$ cat src/rtl/sps_pkg.sv
package sps_pkg;

  typedef enum logic [2:0] {
    ST_IDLE  = 3'd0,
    ST_SLOW  = 3'd1,
    ST_COUNT = 3'd2,
    ST_PULSE = 3'd3,
    ST_HOLD  = 3'd4
  } seq_state_e;

  typedef enum logic [1:0] {
    RES_NONE = 2'd0,
    RES_DONE = 2'd1,
    RES_FAIL = 2'd2,
    RES_ERR  = 2'd3
  } seq_result_e;

endpackage

$ cat src/rtl/sps_code_filter.sv
module sps_code_filter #(
  parameter int CODE_W      = 8,
  parameter int SYNC_STAGES = 2
) (
  input  logic              clk,
  input  logic              rst_n,
  input  logic [CODE_W-1:0] raw_i,
  output logic [CODE_W-1:0] code_o,
  output logic              code_vld_o
);

  localparam int DEPTH = SYNC_STAGES + 1;

  logic [DEPTH-1:0][CODE_W-1:0] stage_q;
  logic [DEPTH-1:0][CODE_W-1:0] stage_d;

  // shift chain: stage 0 samples the pin, the last stage is the compared copy
  always_comb begin
    stage_d[0] = raw_i;
    for (int i = 1; i < DEPTH; i++) begin
      stage_d[i] = stage_q[i-1];
    end
  end

  always_ff @(posedge clk or negedge rst_n) begin
    if (!rst_n) begin
      stage_q <= '0;
    end else begin
      stage_q <= stage_d;
    end
  end

  assign code_o     = stage_q[DEPTH-1];
  assign code_vld_o = (stage_q[DEPTH-1] == stage_q[DEPTH-2]);

endmodule

$ cat src/rtl/sps_timer.sv
module sps_timer #(
  parameter int CNT_W = 16
) (
  input  logic             clk,
  input  logic             rst_n,
  input  logic             clr_i,
  input  logic             inc_i,
  output logic [CNT_W-1:0] cnt_o
);

  logic [CNT_W-1:0] cnt_q;
  logic [CNT_W-1:0] cnt_d;
  logic             cnt_en;

  always_comb begin
    cnt_en = clr_i | inc_i;
    if (clr_i) begin
      cnt_d = '0;
    end else begin
      cnt_d = cnt_q + CNT_W'(1);
    end
  end

  always_ff @(posedge clk or negedge rst_n) begin
    if (!rst_n) begin
      cnt_q <= '0;
    end else if (cnt_en) begin
      cnt_q <= cnt_d;
    end
  end

  assign cnt_o = cnt_q;

endmodule

$ cat src/rtl/sps_seq_ctrl.sv
module sps_seq_ctrl
  import sps_pkg::*;
#(
  parameter int                CODE_W    = 8,
  parameter int                CNT_W     = 16,
  parameter int                PULSE_CYC = 5,
  parameter logic [CODE_W-1:0] CODE_SLOW = 8'h36,
  parameter logic [CODE_W-1:0] CODE_ARM  = 8'h39,
  parameter logic [CODE_W-1:0] CODE_FAIL = 8'hAD
) (
  input  logic              clk,
  input  logic              rst_n,
  input  logic              enable_i,
  input  logic [CODE_W-1:0] code_i,
  input  logic              code_vld_i,
  input  logic [CNT_W-1:0]  cnt_i,
  input  logic [CNT_W-1:0]  cmp_val_i,
  input  logic [CNT_W-1:0]  hold_val_i,
  output logic              tmr_clr_o,
  output logic              tmr_inc_o,
  output logic              slow_o,
  output logic              pulse_o,
  output logic              armed_o,
  output logic              done_o,
  output logic              fail_o,
  output logic              err_o
);

  localparam logic [CNT_W-1:0] PW_LAST = CNT_W'(PULSE_CYC - 1);

  seq_state_e  st_q, st_d;
  seq_result_e res_q, res_d;
  logic        upd_en;
  logic        see_slow, see_arm, see_fail;

  always_comb begin
    see_slow = code_vld_i && (code_i == CODE_SLOW);
    see_arm  = code_vld_i && (code_i == CODE_ARM);
    see_fail = code_vld_i && (code_i == CODE_FAIL);
    st_d     = st_q;
    res_d    = res_q;
    unique case (st_q)
      ST_IDLE: begin
        if (see_slow) begin
          st_d  = ST_SLOW;
          res_d = RES_NONE;
        end
      end
      ST_SLOW: begin
        if (see_fail) begin
          st_d  = ST_IDLE;
          res_d = RES_FAIL;
        end else if (see_arm) begin
          st_d = ST_COUNT;
        end else if (code_vld_i && !see_slow) begin
          st_d  = ST_IDLE;
          res_d = RES_ERR;
        end
      end
      ST_COUNT: begin
        if (see_fail) begin
          st_d  = ST_IDLE;
          res_d = RES_FAIL;
        end else if (code_vld_i && !see_arm) begin
          st_d  = ST_IDLE;
          res_d = RES_ERR;
        end else if (cnt_i == cmp_val_i) begin
          st_d = ST_PULSE;
        end
      end
      ST_PULSE: begin
        if (see_fail) begin
          st_d  = ST_IDLE;
          res_d = RES_FAIL;
        end else if (cnt_i == PW_LAST) begin
          st_d = ST_HOLD;
        end
      end
      ST_HOLD: begin
        if (see_fail) begin
          st_d  = ST_IDLE;
          res_d = RES_FAIL;
        end else if (cnt_i == hold_val_i) begin
          st_d  = ST_IDLE;
          res_d = RES_DONE;
        end
      end
      default: begin
        st_d  = ST_IDLE;
        res_d = RES_NONE;
      end
    endcase
    if (!enable_i) begin
      st_d  = ST_IDLE;
      res_d = RES_NONE;
    end
    upd_en    = (st_d != st_q) || (res_d != res_q);
    tmr_clr_o = (st_d != st_q) || (st_q == ST_IDLE);
    tmr_inc_o = !tmr_clr_o;
  end

  always_ff @(posedge clk or negedge rst_n) begin
    if (!rst_n) begin
      st_q  <= ST_IDLE;
      res_q <= RES_NONE;
    end else if (upd_en) begin
      st_q  <= st_d;
      res_q <= res_d;
    end
  end

  assign slow_o  = enable_i && (st_q != ST_IDLE);
  assign pulse_o = enable_i && (st_q == ST_PULSE);
  assign armed_o = enable_i && (st_q == ST_COUNT);
  assign done_o  = enable_i && (res_q == RES_DONE);
  assign fail_o  = enable_i && (res_q == RES_FAIL);
  assign err_o   = enable_i && (res_q == RES_ERR);

  // checker state: a pulse has already been issued in this sequence
  logic in_pulse;
  logic fired_q;
  assign in_pulse = (st_q == ST_PULSE);

  always_ff @(posedge clk or negedge rst_n) begin
    if (!rst_n) begin
      fired_q <= 1'b0;
    end else if (st_q == ST_IDLE) begin
      fired_q <= 1'b0;
    end else if (in_pulse) begin
      fired_q <= 1'b1;
    end
  end

  a_r1_disable_idles: assert property (@(posedge clk) disable iff (!rst_n)
    !enable_i |=> (st_q == ST_IDLE));

  a_r5_fire_on_match: assert property (@(posedge clk) disable iff (!rst_n)
    $rose(in_pulse) |-> ($past(cnt_i) == $past(cmp_val_i)));

  a_r6_pulse_bounded: assert property (@(posedge clk) disable iff (!rst_n)
    in_pulse |-> (cnt_i < CNT_W'(PULSE_CYC)));

  a_r8_single_pulse: assert property (@(posedge clk) disable iff (!rst_n)
    $rose(in_pulse) |-> !fired_q);

  a_r7_done_from_hold: assert property (@(posedge clk) disable iff (!rst_n)
    $rose(done_o) |-> ($past(st_q) == ST_HOLD) && !slow_o);

  a_r9_fail_releases: assert property (@(posedge clk) disable iff (!rst_n)
    $rose(fail_o) |-> (!slow_o && !pulse_o && !armed_o));

  a_r11_one_flag: assert property (@(posedge clk) disable iff (!rst_n)
    $countones({done_o, fail_o, err_o}) <= 1);

endmodule

$ cat src/rtl/status_pulse_seq.sv
module status_pulse_seq #(
  parameter int                CODE_W      = 8,
  parameter int                CNT_W       = 16,
  parameter int                SYNC_STAGES = 2,
  parameter int                PULSE_CYC   = 5,
  parameter logic [CODE_W-1:0] CODE_SLOW   = 8'h36,
  parameter logic [CODE_W-1:0] CODE_ARM    = 8'h39,
  parameter logic [CODE_W-1:0] CODE_FAIL   = 8'hAD
) (
  input  logic              clk,
  input  logic              rst_n,
  input  logic              enable,
  input  logic [CODE_W-1:0] status_in,
  input  logic [CNT_W-1:0]  cmp_val,
  input  logic [CNT_W-1:0]  hold_val,
  output logic              slow_o,
  output logic              pulse_o,
  output logic              armed_o,
  output logic              done_o,
  output logic              fail_o,
  output logic              err_o
);

  logic [CODE_W-1:0] code;
  logic              code_vld;
  logic [CNT_W-1:0]  cnt;
  logic              tmr_clr;
  logic              tmr_inc;

  sps_code_filter #(
    .CODE_W      (CODE_W),
    .SYNC_STAGES (SYNC_STAGES)
  ) u_filter (
    .clk        (clk),
    .rst_n      (rst_n),
    .raw_i      (status_in),
    .code_o     (code),
    .code_vld_o (code_vld)
  );

  sps_timer #(
    .CNT_W (CNT_W)
  ) u_timer (
    .clk   (clk),
    .rst_n (rst_n),
    .clr_i (tmr_clr),
    .inc_i (tmr_inc),
    .cnt_o (cnt)
  );

  sps_seq_ctrl #(
    .CODE_W    (CODE_W),
    .CNT_W     (CNT_W),
    .PULSE_CYC (PULSE_CYC),
    .CODE_SLOW (CODE_SLOW),
    .CODE_ARM  (CODE_ARM),
    .CODE_FAIL (CODE_FAIL)
  ) u_ctrl (
    .clk        (clk),
    .rst_n      (rst_n),
    .enable_i   (enable),
    .code_i     (code),
    .code_vld_i (code_vld),
    .cnt_i      (cnt),
    .cmp_val_i  (cmp_val),
    .hold_val_i (hold_val),
    .tmr_clr_o  (tmr_clr),
    .tmr_inc_o  (tmr_inc),
    .slow_o     (slow_o),
    .pulse_o    (pulse_o),
    .armed_o    (armed_o),
    .done_o     (done_o),
    .fail_o     (fail_o),
    .err_o      (err_o)
  );

endmodule

$ cat config.mk
export PLATFORM = sky130hd
export DESIGN_NAME = status_pulse_seq
export DESIGN_NICKNAME = d
export VERILOG_FILES = /design/src/rtl/sps_pkg.sv /design/src/rtl/sps_code_filter.sv /design/src/rtl/sps_timer.sv /design/src/rtl/sps_seq_ctrl.sv /design/src/rtl/status_pulse_seq.sv
export SDC_FILE = /design/constraint.sdc
export NUM_CORES = 1
export LEC_CHECK = 0
export BUFFER_PORTS_ARGS = -buffer_cell sky130_fd_sc_hd__buf_2
export CORE_ASPECT_RATIO = 0.9
export CORE_UTILIZATION = 25
export DETAILED_ROUTE_END_ITERATION = 10
export HOLD_SLACK_MARGIN = 0.1
export MAX_ROUTING_LAYER = met4
export SLEW_MARGIN = 0
export SYNTH_ARGS = -nofsm -noshare
export SYNTH_HDL_FRONTEND = slang
export SYNTH_SLANG_ARGS = --single-unit
$ cat constraint.sdc
create_clock -name clk -period 2.11 [get_ports clk]
set_input_delay 0 -clock clk [delete_from_list [all_inputs] [get_ports clk]]
set_output_delay 0 -clock clk [all_outputs]
set_load 0.05 [all_outputs]
======== Word level (Yosys, flattened, before mapping) ========
Index checks and enable logic that the tools add are counted.
cells by class
  add/sub/neg operators ................... 1
  equality and inequality tests ........... 16
  muxes and demuxes ....................... 25
  reduce and logical (&&, ||, !) cells .... 17
operator list
  kind                   number
  $mux 3                 12
  $eq 16x16->1           2
  $mux 2                 10
  $add 16x1->16 const B  1
  $eq 16x3->1 const B    1
  $eq 8x6->1 const B     2
  $mux 16                1
  $pmux 3 s5             1
  $logic_and 1x1->1      11
  $pmux 2 s5             1
  $eq 8x8->1             1
  $eq 8x8->1 const B     1
  $eq 3x2->1 const B     2
  $eq 2x2->1 const B     2
  $eq 3x1->1 const B     1
  $eq 3x3->1 const B     1
  $logic_not 3->1        1
  $ne 3x3->1             1
  $reduce_bool 3->1      1
  $eq 2x1->1 const B     1
  $logic_not 1->1        2
  $logic_or 1x1->1       2
  $ne 2x2->1             1
storage, ports and cells
  bits in registers ....................... 45
  input bits .............................. 43
  output and inout port bits .............. 6
  word-level logic and storage cells ...... 65

======== Logic depth before layout (Yosys ltp) ========
Gate-level depths: netlist (run 1).
  depth in word-level cells ............... 12
  mapped depth ............................ 9
  gate-level depth less buffers ........... 8

======== Cells and area by module ========
Synthesis (run 1) repeated with hierarchy kept, for this count alone.
unflattened totals
  cell total of the unflattened synthesis .. 246
  area, all modules ....................... 2538.7 um^2
modules (own cells, without submodules)
  module           instances  cells an instance  area each (um^2)  seq. area each (um^2)
  sps_seq_ctrl     1          129                979.7             125.1
  sps_timer        1          82                 872.1             400.4
  sps_code_filter  1          35                 686.9             600.6

======== Least setup slack after synthesis (run 1) ========
No wires, ideal clock.
  path kind ............................... reg-to-output
  start ................................... register u_ctrl.st_q[0]
  end ..................................... output port pulse_o
  arrival ................................. 2.213 ns
  data required time ...................... 2.110 ns
  path slack .............................. -0.103 ns
  stages on the path, launching flop included .. 3
  path buffers ............................ 0
  path through ............................ dfrtp_1 > clkinv_1 > nor4_1
between the ends
  word-level cells in the longest chain between the ends .. 2
ends and longest elaborated chain
  item                    RTL line                text
  start, declared         sps_seq_ctrl.sv:31      seq_state_e st_q, st_d;
  start signal, assigned  sps_seq_ctrl.sv:107     st_q <= st_d;
  $eq 3x2->1              sps_seq_ctrl.sv:113     assign pulse_o = enable_i && (st_q == ST_PULSE);
  $logic_and 1x1->1       sps_seq_ctrl.sv:113
  end, declared           status_pulse_seq.sv:17  output logic pulse_o,
No other way between the ends.

======== Worst setup path after layout (run 1) ========
  start ................................... register u_filter.stage_q (netlist bit u_filter.code_o[1])
  end ..................................... register u_timer.cnt_q[2] (netlist: u_timer.cnt_o[2])
between the ends
  word-level cells in the longest chain between the ends .. 12
  elaborated cells on any way between the ends .. 24
  classes of those cells .................. eq/ne (5); mux (11); reduce/logical (8)
ends and longest elaborated chain
  item                                      RTL line                                   text
  start, declared                           sps_code_filter.sv:14                      logic [DEPTH-1:0][CODE_W-1:0] stage_q;
  start signal, assigned                    sps_code_filter.sv:29                      stage_q <= stage_d;
  $eq 8x8->1 or $eq 8x6->1 (tied branches)  sps_code_filter.sv:34, sps_seq_ctrl.sv:37
  $logic_and 1x1->1                         sps_seq_ctrl.sv:37                         see_slow = code_vld_i && (code_i == CODE_SLOW);
  $logic_not 1->1                           sps_seq_ctrl.sv:55                         end else if (code_vld_i && !see_slow) begin
  $logic_and 1x1->1                         sps_seq_ctrl.sv:55
  $mux 3                                    sps_seq_ctrl.sv:55
  $mux 3                                    sps_seq_ctrl.sv:53                         end else if (see_arm) begin
  $mux 3                                    sps_seq_ctrl.sv:50                         if (see_fail) begin
  $pmux 3 s5 (*)                            sps_seq_ctrl.sv:42                         unique case (st_q)
  $mux 3 (*)                                sps_seq_ctrl.sv:93                         if (!enable_i) begin
  $ne 3x3->1 (*)                            sps_seq_ctrl.sv:98                         tmr_clr_o = (st_d != st_q) || (st_q == ST_IDLE);
  $logic_or 1x1->1 (*)                      sps_seq_ctrl.sv:98
  $mux 16 (*)                               sps_timer.sv:17                            if (clr_i) begin
  net u_timer.cnt_d[2]                      sps_timer.sv:12                            logic [CNT_W-1:0] cnt_d;
  end signal, assigned                      sps_timer.sv:28                            cnt_q <= cnt_d;
  end, declared                             sps_timer.sv:11                            logic [CNT_W-1:0] cnt_q;
Mark *: on every way through the listed nets, which the timed path passes. The rest lies on a longest branch.
A chain may end at the register's enable or synchronous reset.

==> results of run 1 <==
[per-stage QoR]
stage / utilization / power (mW) / std cells / area, um^2 / hold WS, ns
floorplan: - / 0.9660 / 247 / 2564 / -0.2956
global placement: 0.3133 / 1.040 / 427 / 3065 / 0.1076
detailed placement: 0.3133 / 1.043 / 427 / 3065 / 0.1093
CTS: 0.3422 / 1.972 / 445 / 3348 / 0.3419
global route: 0.3454 / 2.038 / 445 / 3379 / 0.3435
finish: 0.3454 / 1.948 / 445 / 3379 / 0.3207
[cells by family (layout without fill, tap and decap cells)]
logic type | count (synthesis) | in the layout | share of synthesized area
XOR/XNOR | 54 | 54 | 0.1855
AO/OA/AOI/OAI | 27 | 27 | 0.08980
adder cells (fa/ha/maj) | 2 | 2 | 0.009812
buffers and inverters | 23 | 95 | 0.04269
flip-flops | 45 | 45 | 0.4416
AND/OR/NAND/NOR | 96 | 96 | 0.2306
[power groups by stage]
stage,Clock [mW],Combinational [mW],Sequential [mW]
after floorplan,0,0.0530,0.913
after global placement,0,0.124,0.916
after detailed placement,0,0.126,0.917
after CTS,0.931,0.141,0.900
after global routing,0.979,0.157,0.902
final,0.909,0.139,0.900
[per-layer routing]
metal	up-vias	wire, um	global-route usage
met1	1004	2732	0.1660
li1	1009	-	-
met3	15	289	0.02270
met5	-	0	-
met2	75	2696	0.1743
met4	0	131	0.04990
[final timing paths]
| check | end | slack [ns] | cells after the start |
|---|---|---|---|
| worst max-delay path | u_timer.cnt_o[2] | -0.04 | 7 |
| worst min-delay path | u_filter.stage_d[13] | 0.32 | 3 |
| worst max register to register | u_timer.cnt_o[2] | -0.04 | 7 |
| worst min register to register | u_filter.stage_d[22] | 0.34 | 0 |
| max in group asynchronous | u_timer.cnt_o[10] | 1.41 | 3 |
| min in group clk | u_filter.stage_d[22] | 0.34 | 0 |
[critical path, cell delays in order, from the launching register on]
cell       delay (ns)
dfrtp_1          0.40
and3b_1          0.24
nand2_1          0.05
or4b_4           0.53
a2111oi_4        0.33
o22ai_2          0.13
buf_12           0.19
nor3_1           0.17
[repair_timing]
action	CTS	global route
setup endpoints to repair	9	18
hold buffers	10	0
resized for setup	2	8
endpoints found under the hold margin	54	0
[final cells by class]
class	count	share of cell area
tap	126	0.04665
multi-input combinational	179	0.4054
clock inverter	3	0.01407
inverter	8	0.008886
timing repair buffer	79	0.1548
clock buffer	5	0.03702
sequential	45	0.3332
[flip-flops by register name, summed over array words and instances (netlist names)]
signal            count
u_filter.code_o       8
u_ctrl.st_q           3
u_filter.stage_d     16
u_ctrl.res_q          2
u_timer.cnt_o        16
[Yosys cell counts (all sizes together), types with 3 or more instances]
cell and instances:
a21oi 6, and3 3, buf 4, clkbuf 11, dfrtp 45, inv 6, nand2 14, nand3 5
nand4 13, nor2 12, nor3 22, nor3b 3, nor4 8, nor4b 4, xnor2 31, xor2 23
==> reports/results.ini, run 1 <==
[global_route]
overflow = 0
grt_max_degree = 46
antenna_found_initial = 0
grt_usage = 0.1212
grt_pass1_wl_um = 9880
grt_pass1_vias = 2040

[clock_tree]
cts_buffers = 5
cts_max_path_buffers = 2
clock_latency_ns = 0.29
clock_sinks = 45
tritoncts = done
htreeDepth = 2
clk_pin_slew_ns = 0.07
clock-root-buffer = clkbuf_16
cts_setup_buffers = 0

[logic_synthesis]
synth_top_area_frac = 0.4416
ys_seq_area_frac = 0.4416
syn_avg_cell_area_um2 = 10.32
yosysTopAreaCell = dfrtp_1
mappedNetlistArea_um2 = 2550
synth_edf_count = 0
syn_inst = 247
synth.distinct_cells = 47
ys_top_cells_by_area = dfrtp_1 (44%), xnor2_1 (11%), xor2_1 (7.9%)
synthesis.nets = 292
ys_warn_count = 0
synth-seq-cells = 45
ys.flop_type = dfrtp_1
synthArstFlopShare = 1.000

[final_layout]
regArea_um2 = 1126
antennaDiodeCount = 0
layout_commonest_cell = buf_2
final_nets = 363
fill_cells = 1005
multi_input_area_um2 = 1370
drive_above_1_share = 0.3354
syn_to_final_growth_pct = 32.53
final_cell_mix = buf_2 (48), dfrtp_1 (45), xnor2_1 (31)

[timing]
timing.final.crit_share = 1.018
finalSetupViolations = 7
fin_ws_ns = -0.03733
relSlewSlack = 0.6314
finalSetupTns_ns = -0.1402
fin_skew_ns = 0.006764
rsz0062_at_grt = yes
fin_crit_ns = 2.147
worstMarginPinSlew_ns = 0.5528
drv_slew = 0
max_freq_ghz = 0.4657
hold_violations = 0

[route]
dr.pass1.iters = 4
drt_wl_total_um = 5849
drt-wirelength-per-cell_um = 13.14
antenna_left = 0
drt_iter0_markers = 77
vias_per_cell = 4.726
drc = 0
num_vias = 2103

[power]
seqPwrFrac = 0.462
p_int_mw = 1.530
swShare = 0.2148
power_density_nw_per_um2 = 576.4
ir_worst_vdd_mv = 0.4524
clkPwrFrac = 0.466
p_comb_frac = 0.071
switching_power_mw = 0.4185
p_leak_nw = 1.390

[job]
drv_cap = 0

[worst_setup_path]
endpoint_kind = flip-flop
startpoint = u_filter.code_o[1]
crit_fanout = 16
required_ns = 2.31
crit_type = reg2reg
worstSetupStartpointType = flip-flop
timing.rr.start = u_filter.code_o[1]
crit_arrival_ns = 2.34

[place]
io_buffers = 48
post-dp-hpwl_um = 4421
pre_cts_ws_ns = -0.03819
place_congestion = 0.8613

[run_status]
outcome = complete, but fails checks
violations = setup timing

[floorplan]
fp.dieW_um = 108.5
rows = 34
coreArea_um2 = 9784
initial_core_util = 0.2606
die-area_um2 = 10610
ios = 49
die-height_um = 97.81

[worst_hold_path]
hold_path_class = in2async

(Power assumes the default switching activity.)
==> run 2, diff against run 1 <==
Settings changed: ABC_AREA from default to 1.
==> run 2 against run 1 <==
Against the previous run: the run now ends clean; utilization about the same; highest routed layer unchanged; largest power group unchanged; critical path depth increased by 5; global-route usage decreased by 0.49 points; sequential share of layout area decreased by 2.9 points; clock skew decreased by 0.0017 ns; combinational power increased by 23%; first-iteration DRC count increased by 83%; via count increased by 18%; clock power decreased by 0.4%; synthesized area increased by 9.4%; final area increased by 11%; sequential power about the same.
==> reports/results.ini, run 2 <==
[logic_synthesis]
synthArstFlopShare = 1.000  ; unchanged
syn_inst = 368  ; +49%
ys_seq_area_frac = 0.4036  ; -0.03802
synth_edf_count = 0  ; unchanged
synth.distinct_cells = 32  ; -32%
ys.flop_type = dfrtp_1
yosysTopAreaCell = dfrtp_1
syn_avg_cell_area_um2 = 7.582  ; -27%
synth-seq-cells = 45  ; unchanged
ys_top_cells_by_area = dfrtp_1 (40%), nand2_1 (15%), inv_1 (7.8%)
synth_top_area_frac = 0.4036  ; -0.03802
ys_warn_count = 0  ; unchanged
synthesis.nets = 413  ; +41%
ys_top_cells_by_count = nand2_1 (110), inv_1 (58), dfrtp_1 (45)
mappedNetlistArea_um2 = 2790  ; +9.4%
synth.most_common_cell = nand2_1

[job]
drv_cap = 0  ; unchanged

[place]
placed_cell_area_um2 = 3227  ; +5.3%
dp_cells = 570  ; +33%
io_buffers = 48  ; unchanged
place_congestion = 0.8785  ; +2.0%
post-dp-hpwl_um = 4920  ; +11%

[floorplan]
ios = 49  ; unchanged
fp.dieW_um = 113.4  ; +4.5%
die-area_um2 = 11590  ; +9.2%
initial_core_util = 0.2570  ; -0.003583
rows = 36  ; +5.9%
coreArea_um2 = 10860  ; +11%
die-height_um = 102.2  ; +4.5%

[final_layout]
fill_cells = 1127  ; +12%
fin_cells = 607  ; +36%
multi_input_area_um2 = 1419  ; +3.6%
antennaDiodeCount = 0  ; unchanged
layout_commonest_cell = nand2_1
final_nets = 499  ; +37%
final_cell_mix = nand2_1 (106), inv_1 (54), buf_2 (48)
syn_to_final_growth_pct = 34.35
fin_area_um2 = 3749  ; +11%
regArea_um2 = 1139  ; +1.1%
drive_above_1_share = 0.3209  ; -0.01454

[clock_tree]
clock-root-buffer = clkbuf_16
cts_buffers = 5  ; unchanged
htreeDepth = 2  ; unchanged
clk_pin_slew_ns = 0.06  ; about the same
clock_sinks = 45  ; unchanged
clock_latency_ns = 0.29  ; about the same
tritoncts = done
cts_max_path_buffers = 2  ; unchanged

[timing]
worstMarginPinSlew_ns = 0.6602  ; +0.1073 ns
fin_skew_ns = 0.005074  ; -0.001691 ns
finalSetupViolations = 0  ; -7
relSlewSlack = 0.5599  ; -0.07155
max_freq_ghz = 0.4933  ; +5.9%
finalSetupTns_ns = 0  ; +0.1402 ns
timing.final.crit_share = 0.9607  ; -0.05696
hold_violations = 0  ; unchanged
drv_slew = 0  ; unchanged
fin_crit_ns = 2.027  ; -0.1202 ns
rsz0062_at_grt = yes

[power]
ir_worst_vdd_mv = 0.2885  ; -36%
power_density_nw_per_um2 = 527.3  ; -8.5%
p_leak_nw = 1.814  ; +30%

[route]
drt_wl_total_um = 6562  ; +12%
wl_met1_um = 3128  ; +14%
drt_iter0_markers = 141  ; +83%
antenna_left = 0  ; unchanged
drc = 0  ; unchanged
routed.top_layer = met4
drt-wirelength-per-cell_um = 10.81  ; -18%
wl_met3_um = 261  ; -9.7%
wl_met2_um = 3084  ; +14%
vias_per_cell = 4.100  ; -13%
dr.pass1.iters = 4  ; unchanged
num_vias = 2489  ; +18%

[worst_setup_path]
endpoint_kind = flip-flop
crit_type = reg2reg
worstSetupStartpointType = flip-flop
crit_fanout = 5  ; -11
worstRegToRegCells = 12  ; +5
crit_arrival_ns = 2.25  ; -0.09 ns
ff2ff_setup_slack_ns = 0.08  ; +0.12 ns
timing.rr.start = u_timer.cnt_o[4]
required_ns = 2.33  ; +0.02 ns
regToRegEndpoint = u_timer.cnt_o[14]

[global_route]
grt_max_degree = 29  ; -37%
antenna_found_initial = 0  ; unchanged
grt_pass1_vias = 2263  ; +11%
overflow = 0  ; unchanged
grt_usage = 0.1163  ; -0.004923
grt_pass1_wl_um = 10320  ; +4.4%

[worst_hold_path]
hold_path_class = in2async

[run_status]
outcome = finished, final reports clean

## run 2: changes by cell type after synthesis, moves of 6 or more
cell      before  now
nand2_1       14  110
inv_1          5   58
nor2_1        12   33
xnor2_1       31   17
nor2_4         0   12
xor2_1        23   11
clkbuf_1      11    0
nand3_1        5   16
nor3_2        10    1
inv_2          1    7
nor4_1         8    2
## run 2: how the worst max path moves through the flow
stage                                   from                 to  slack [ns]  depth (start not counted)
final                       u_timer.cnt_o[4]  u_timer.cnt_o[14]        0.08                         12
after global routing      u_filter.code_o[2]  u_timer.cnt_o[14]        -0.1                         15
after CTS                   u_timer.cnt_o[1]  u_timer.cnt_o[13]        0.05                         10
after detailed placement    u_timer.cnt_o[3]   u_timer.cnt_o[1]       -0.03                         14
after global placement      u_timer.cnt_o[3]   u_timer.cnt_o[4]      -0.006                         14
after floorplan               u_ctrl.st_q[2]            pulse_o        0.06                          2
## run 2: worst max-delay path, cell delays in order, from the launching register on
cell and delay (ns):
dfrtp_1 0.40, inv_1 0.14, nand2_1 0.12, nor4_2 0.30, nand3_1 0.11, nand2_1 0.11
nand2_1 0.07, nand2_1 0.08, nand2_2 0.08, nor2_4 0.13, nand3_4 0.13, clkbuf_16 0.20
nor2_4 0.09
## run 2: routing by layer
layer  GRT usage  up-vias
met2      0.1878       47
li1            -     1295
met4     0.03745        0
met5           -        -
met3     0.02313        7
met1      0.1470     1140
## run 2: report_power, final
part	leakage, nW	switching, mW	internal [mW]	total (mW)
clock	0.0848	0.338	0.567	0.905
sequential	0.556	0.0153	0.886	0.901
combinational	1.17	0.0878	0.0829	0.171
## run 2: logic make-up (layout without fill, tap and decap cells)
family,after synthesis,after routing,share of synthesized area
DFF,45,45,0.4036
adders and majority gates,2,2,0.008967
buffers and inverters,71,158,0.1067
and+or+nand+nor,211,211,0.3691
xor gates and xnor gates,28,28,0.08789
AOI/OAI and AO/OA,11,11,0.02377
## run 2: cell type report
| class | instances | share of cell area |
|---|---|---|
| clock buffer | 5 | 0.03338 |
| clock inverter | 3 | 0.01268 |
| inverter | 65 | 0.06509 |
| multi-input combinational | 252 | 0.3785 |
| sequential | 45 | 0.3037 |
| tap | 152 | 0.05073 |
| timing repair buffer | 85 | 0.1559 |
## run 2: through the flow
stage                     setup slack [ns]  utilization  hold WS, ns  total power, mW
after floorplan                    0.06088            -      -0.2956           0.9846
after global placement           -0.006245       0.2973      0.06482            1.064
after detailed placement          -0.02858       0.2973      0.06436            1.068
after CTS                          0.04949       0.3256       0.3006            1.999
after global routing              -0.09543       0.3453       0.3388            2.068
final                              0.08286       0.3453       0.2713            1.977
## run 2: what timing repair did
item                                    4_1_cts  5_1_grt
endpoints found under the hold margin        35        0
buffers inserted                              3       15
endpoints found under the setup margin       16       15
gates resized for setup                       0       30
hold buffers                                 10        0
pin swaps                                     0        7
gates cloned                                  0        1
==> run 3, diff against run 2 <==
Settings changed: PLACE_DENSITY from default to 0.49.
==> run 3 against run 2 <==
Against the previous run: setup slack gained 0.028 ns; sequential share of layout area up 0.53 points; clock skew increased by 0.0016 ns; wire length is 1.2% lower; critical endpoint is now u_timer.cnt_o[9]; sequential power barely moved; global-route usage grew 0.48 points; utilization fell by 0.48 points; flip-flop and latch count stayed put; combinational power hardly changed; cell count shrank 1.5%; first-iteration DRC count fell by 35%; register-to-register slack improved by 0.03 ns.
==> reports/results.ini, run 3 (synthesis results as in run 2) <==
[worst_setup_path]
crit_type = reg2reg
slowest_stage = dfrtp_2
timing.rr.start = u_timer.cnt_o[0]
regToRegEndpoint = u_timer.cnt_o[9]
worstSetupStartpointType = flip-flop
setup.worst_path.end = u_timer.cnt_o[9]
path_cells = inv_2 -> ha_2 -> nand3_1 -> nor3_2 -> a21oi_1 -> nand3_1 -> nand4_1 -> nand2_1 -> nand2_1 -> nand2_2 -> nand3_4 -> clkbuf_16 -> nor2_4
endpoint_kind = flip-flop
worstRegToRegCells = 13  ; +1
required_ns = 2.33  ; about the same
slowest_delay_ns = 0.45  ; +0.05 ns
crit_fanout = 5  ; unchanged
crit_arrival_ns = 2.22  ; -0.03 ns
ff2ff_setup_slack_ns = 0.11  ; +0.03 ns
startpoint = u_timer.cnt_o[0]

[clock_tree]
tritoncts = done
clock_latency_ns = 0.29  ; about the same
cts_max_path_buffers = 2  ; unchanged
clock-root-buffer = clkbuf_16
cts_buffers = 5  ; unchanged
clock_sinks = 45  ; unchanged
htreeDepth = 2  ; unchanged
clk_pin_slew_ns = 0.07  ; about the same

[power]
power.total_mw = 1.992  ; +0.78%
power_density_nw_per_um2 = 539.0  ; +2.2%
ir_worst_vdd_mv = 0.5086  ; +76%
p_leak_nw = 1.781  ; -1.8%

[run_status]
outcome = finished, final reports clean

[timing]
timing.final.crit_share = 0.9476  ; -0.01312
max_freq_ghz = 0.5001  ; +1.4%
worstMarginPinSlew_ns = 0.5875  ; -0.07271 ns
fin_skew_ns = 0.006696  ; +0.001623 ns
relSlewSlack = 0.6084  ; +0.04847
fin_crit_ns = 1.999  ; -0.02769 ns
hold_violations = 0  ; unchanged
rsz0062_at_grt = yes
drv_slew = 0  ; unchanged
fin_hold_ws_ns = 0.3123  ; +0.04099 ns
finalSetupViolations = 0  ; unchanged

[job]
drv_cap = 0  ; unchanged

[global_route]
met2_usage = 0.1911  ; +0.003303
grt_util_met1 = 0.1594  ; +0.01244
grt_pass1_vias = 2299  ; +1.6%
grt_max_degree = 46  ; +59%
grt_usage = 0.1211  ; +0.004835
gr-max-usage-layer = met2
overflow = 0  ; unchanged
grt_pass1_wl_um = 10720  ; +3.9%
use_met3 = 0.01661  ; -0.006524
antenna_found_initial = 0  ; unchanged

[place]
post-dp-hpwl_um = 4962  ; +0.87%
place_congestion = 0.8424  ; -4.1%
io_buffers = 48  ; unchanged

[final_layout]
layout_commonest_cell = nand2_1
final_cell_mix = nand2_1 (109), inv_1 (53), buf_2 (48)
antennaDiodeCount = 0  ; unchanged
final_nets = 490  ; -1.8%
drive_above_1_share = 0.3139  ; -0.006978
syn_to_final_growth_pct = 32.47
multi_input_area_um2 = 1428  ; +0.62%
regArea_um2 = 1142  ; +0.33%
fill_cells = 1168  ; +3.6%

[route]
num_vias = 2415  ; -3.0%
vias_per_cell = 4.038  ; -1.5%
drc = 0  ; unchanged
drt_wl_total_um = 6486  ; -1.2%
drt_iter0_markers = 92  ; -35%
antenna_left = 0  ; unchanged
dr.pass1.iters = 4  ; unchanged
drt-wirelength-per-cell_um = 10.85  ; +0.33%

[floorplan]
coreArea_um2 = 10860  ; unchanged
rows = 36  ; unchanged
ios = 49  ; unchanged
die-height_um = 102.2  ; unchanged
initial_core_util = 0.2570  ; unchanged
fp.dieW_um = 113.4  ; unchanged
die-area_um2 = 11590  ; unchanged

[worst_hold_path]
hold_path_class = in2reg
worstHoldStart = hold_val[2]

## run 3: metrics by stage
step                      instances  area [um^2]  setup slack (ns)  TNS, ns    util
final                           598         3696            0.1106        0  0.3405
after global routing            598         3696          -0.02676  -0.1546  0.3405
after CTS                       590         3530           0.01977        0  0.3252
after detailed placement        572         3254           0.05204        0  0.2998
after global placement          572         3254           0.02990        0  0.2998
after floorplan                 368         2790           0.06088        0       -
## run 3: repair_timing
action                                  CTS  global route
hold buffers                             10             0
setup buffers                             0             7
endpoints found under the hold margin    54             0
gates resized for setup                   0            35
endpoints found under the setup margin    0            14
## run 3: how the worst min path moves through the flow
stage                      endpoint  cells past startpoint  slack [ns]
2_1_floorplan       u_ctrl.res_q[0]                      0       -0.30
3_3_place_gp   u_filter.stage_d[15]                      1        0.11
3_5_place_dp   u_filter.stage_d[13]                      1        0.11
4_1_cts             u_ctrl.res_q[0]                      8        0.32
5_1_grt        u_filter.stage_d[11]                      2        0.34
6_report            u_ctrl.res_q[0]                      8        0.31
## run 3: layout make-up
class / instances / share of cell area
Timing Repair Buffer: 76 / 0.1398
Multi-Input combinational cell: 252 / 0.3863
Inverter: 65 / 0.06601
Sequential cell: 45 / 0.3091
Tap cell: 152 / 0.05146
Clock inverter: 3 / 0.01354
Clock buffer: 5 / 0.03385
## run 3: per-layer routing
| metal | vias to the layer above | routed length, um | share of wire |
|---|---|---|---|
| li1 | 1278 | - | - |
| met1 | 1085 | 3307 | 0.51 |
| met2 | 45 | 2910 | 0.45 |
| met3 | 7 | 176 | 0.027 |
| met4 | 0 | 91 | 0.014 |
| met5 | - | 0 | 0 |
## run 3: worst max-delay path, delay by kind of cell, from the launching register on
| family | cells | cell delay, ns |
|---|---|---|
| DFF | 1 | 0.45 |
| AOI/OAI and AO/OA | 1 | 0.09 |
| and+or+nand+nor | 9 | 0.88 |
| buffers and inverters | 2 | 0.28 |
| adders and majority gates | 1 | 0.20 |
## run 3: where the power goes
| part | internal [mW] | switching, mW | total [mW] |
|---|---|---|---|
| Combinational | 0.0821 | 0.0858 | 0.168 |
| Clock | 0.569 | 0.355 | 0.924 |
| Sequential | 0.885 | 0.0149 | 0.900 |
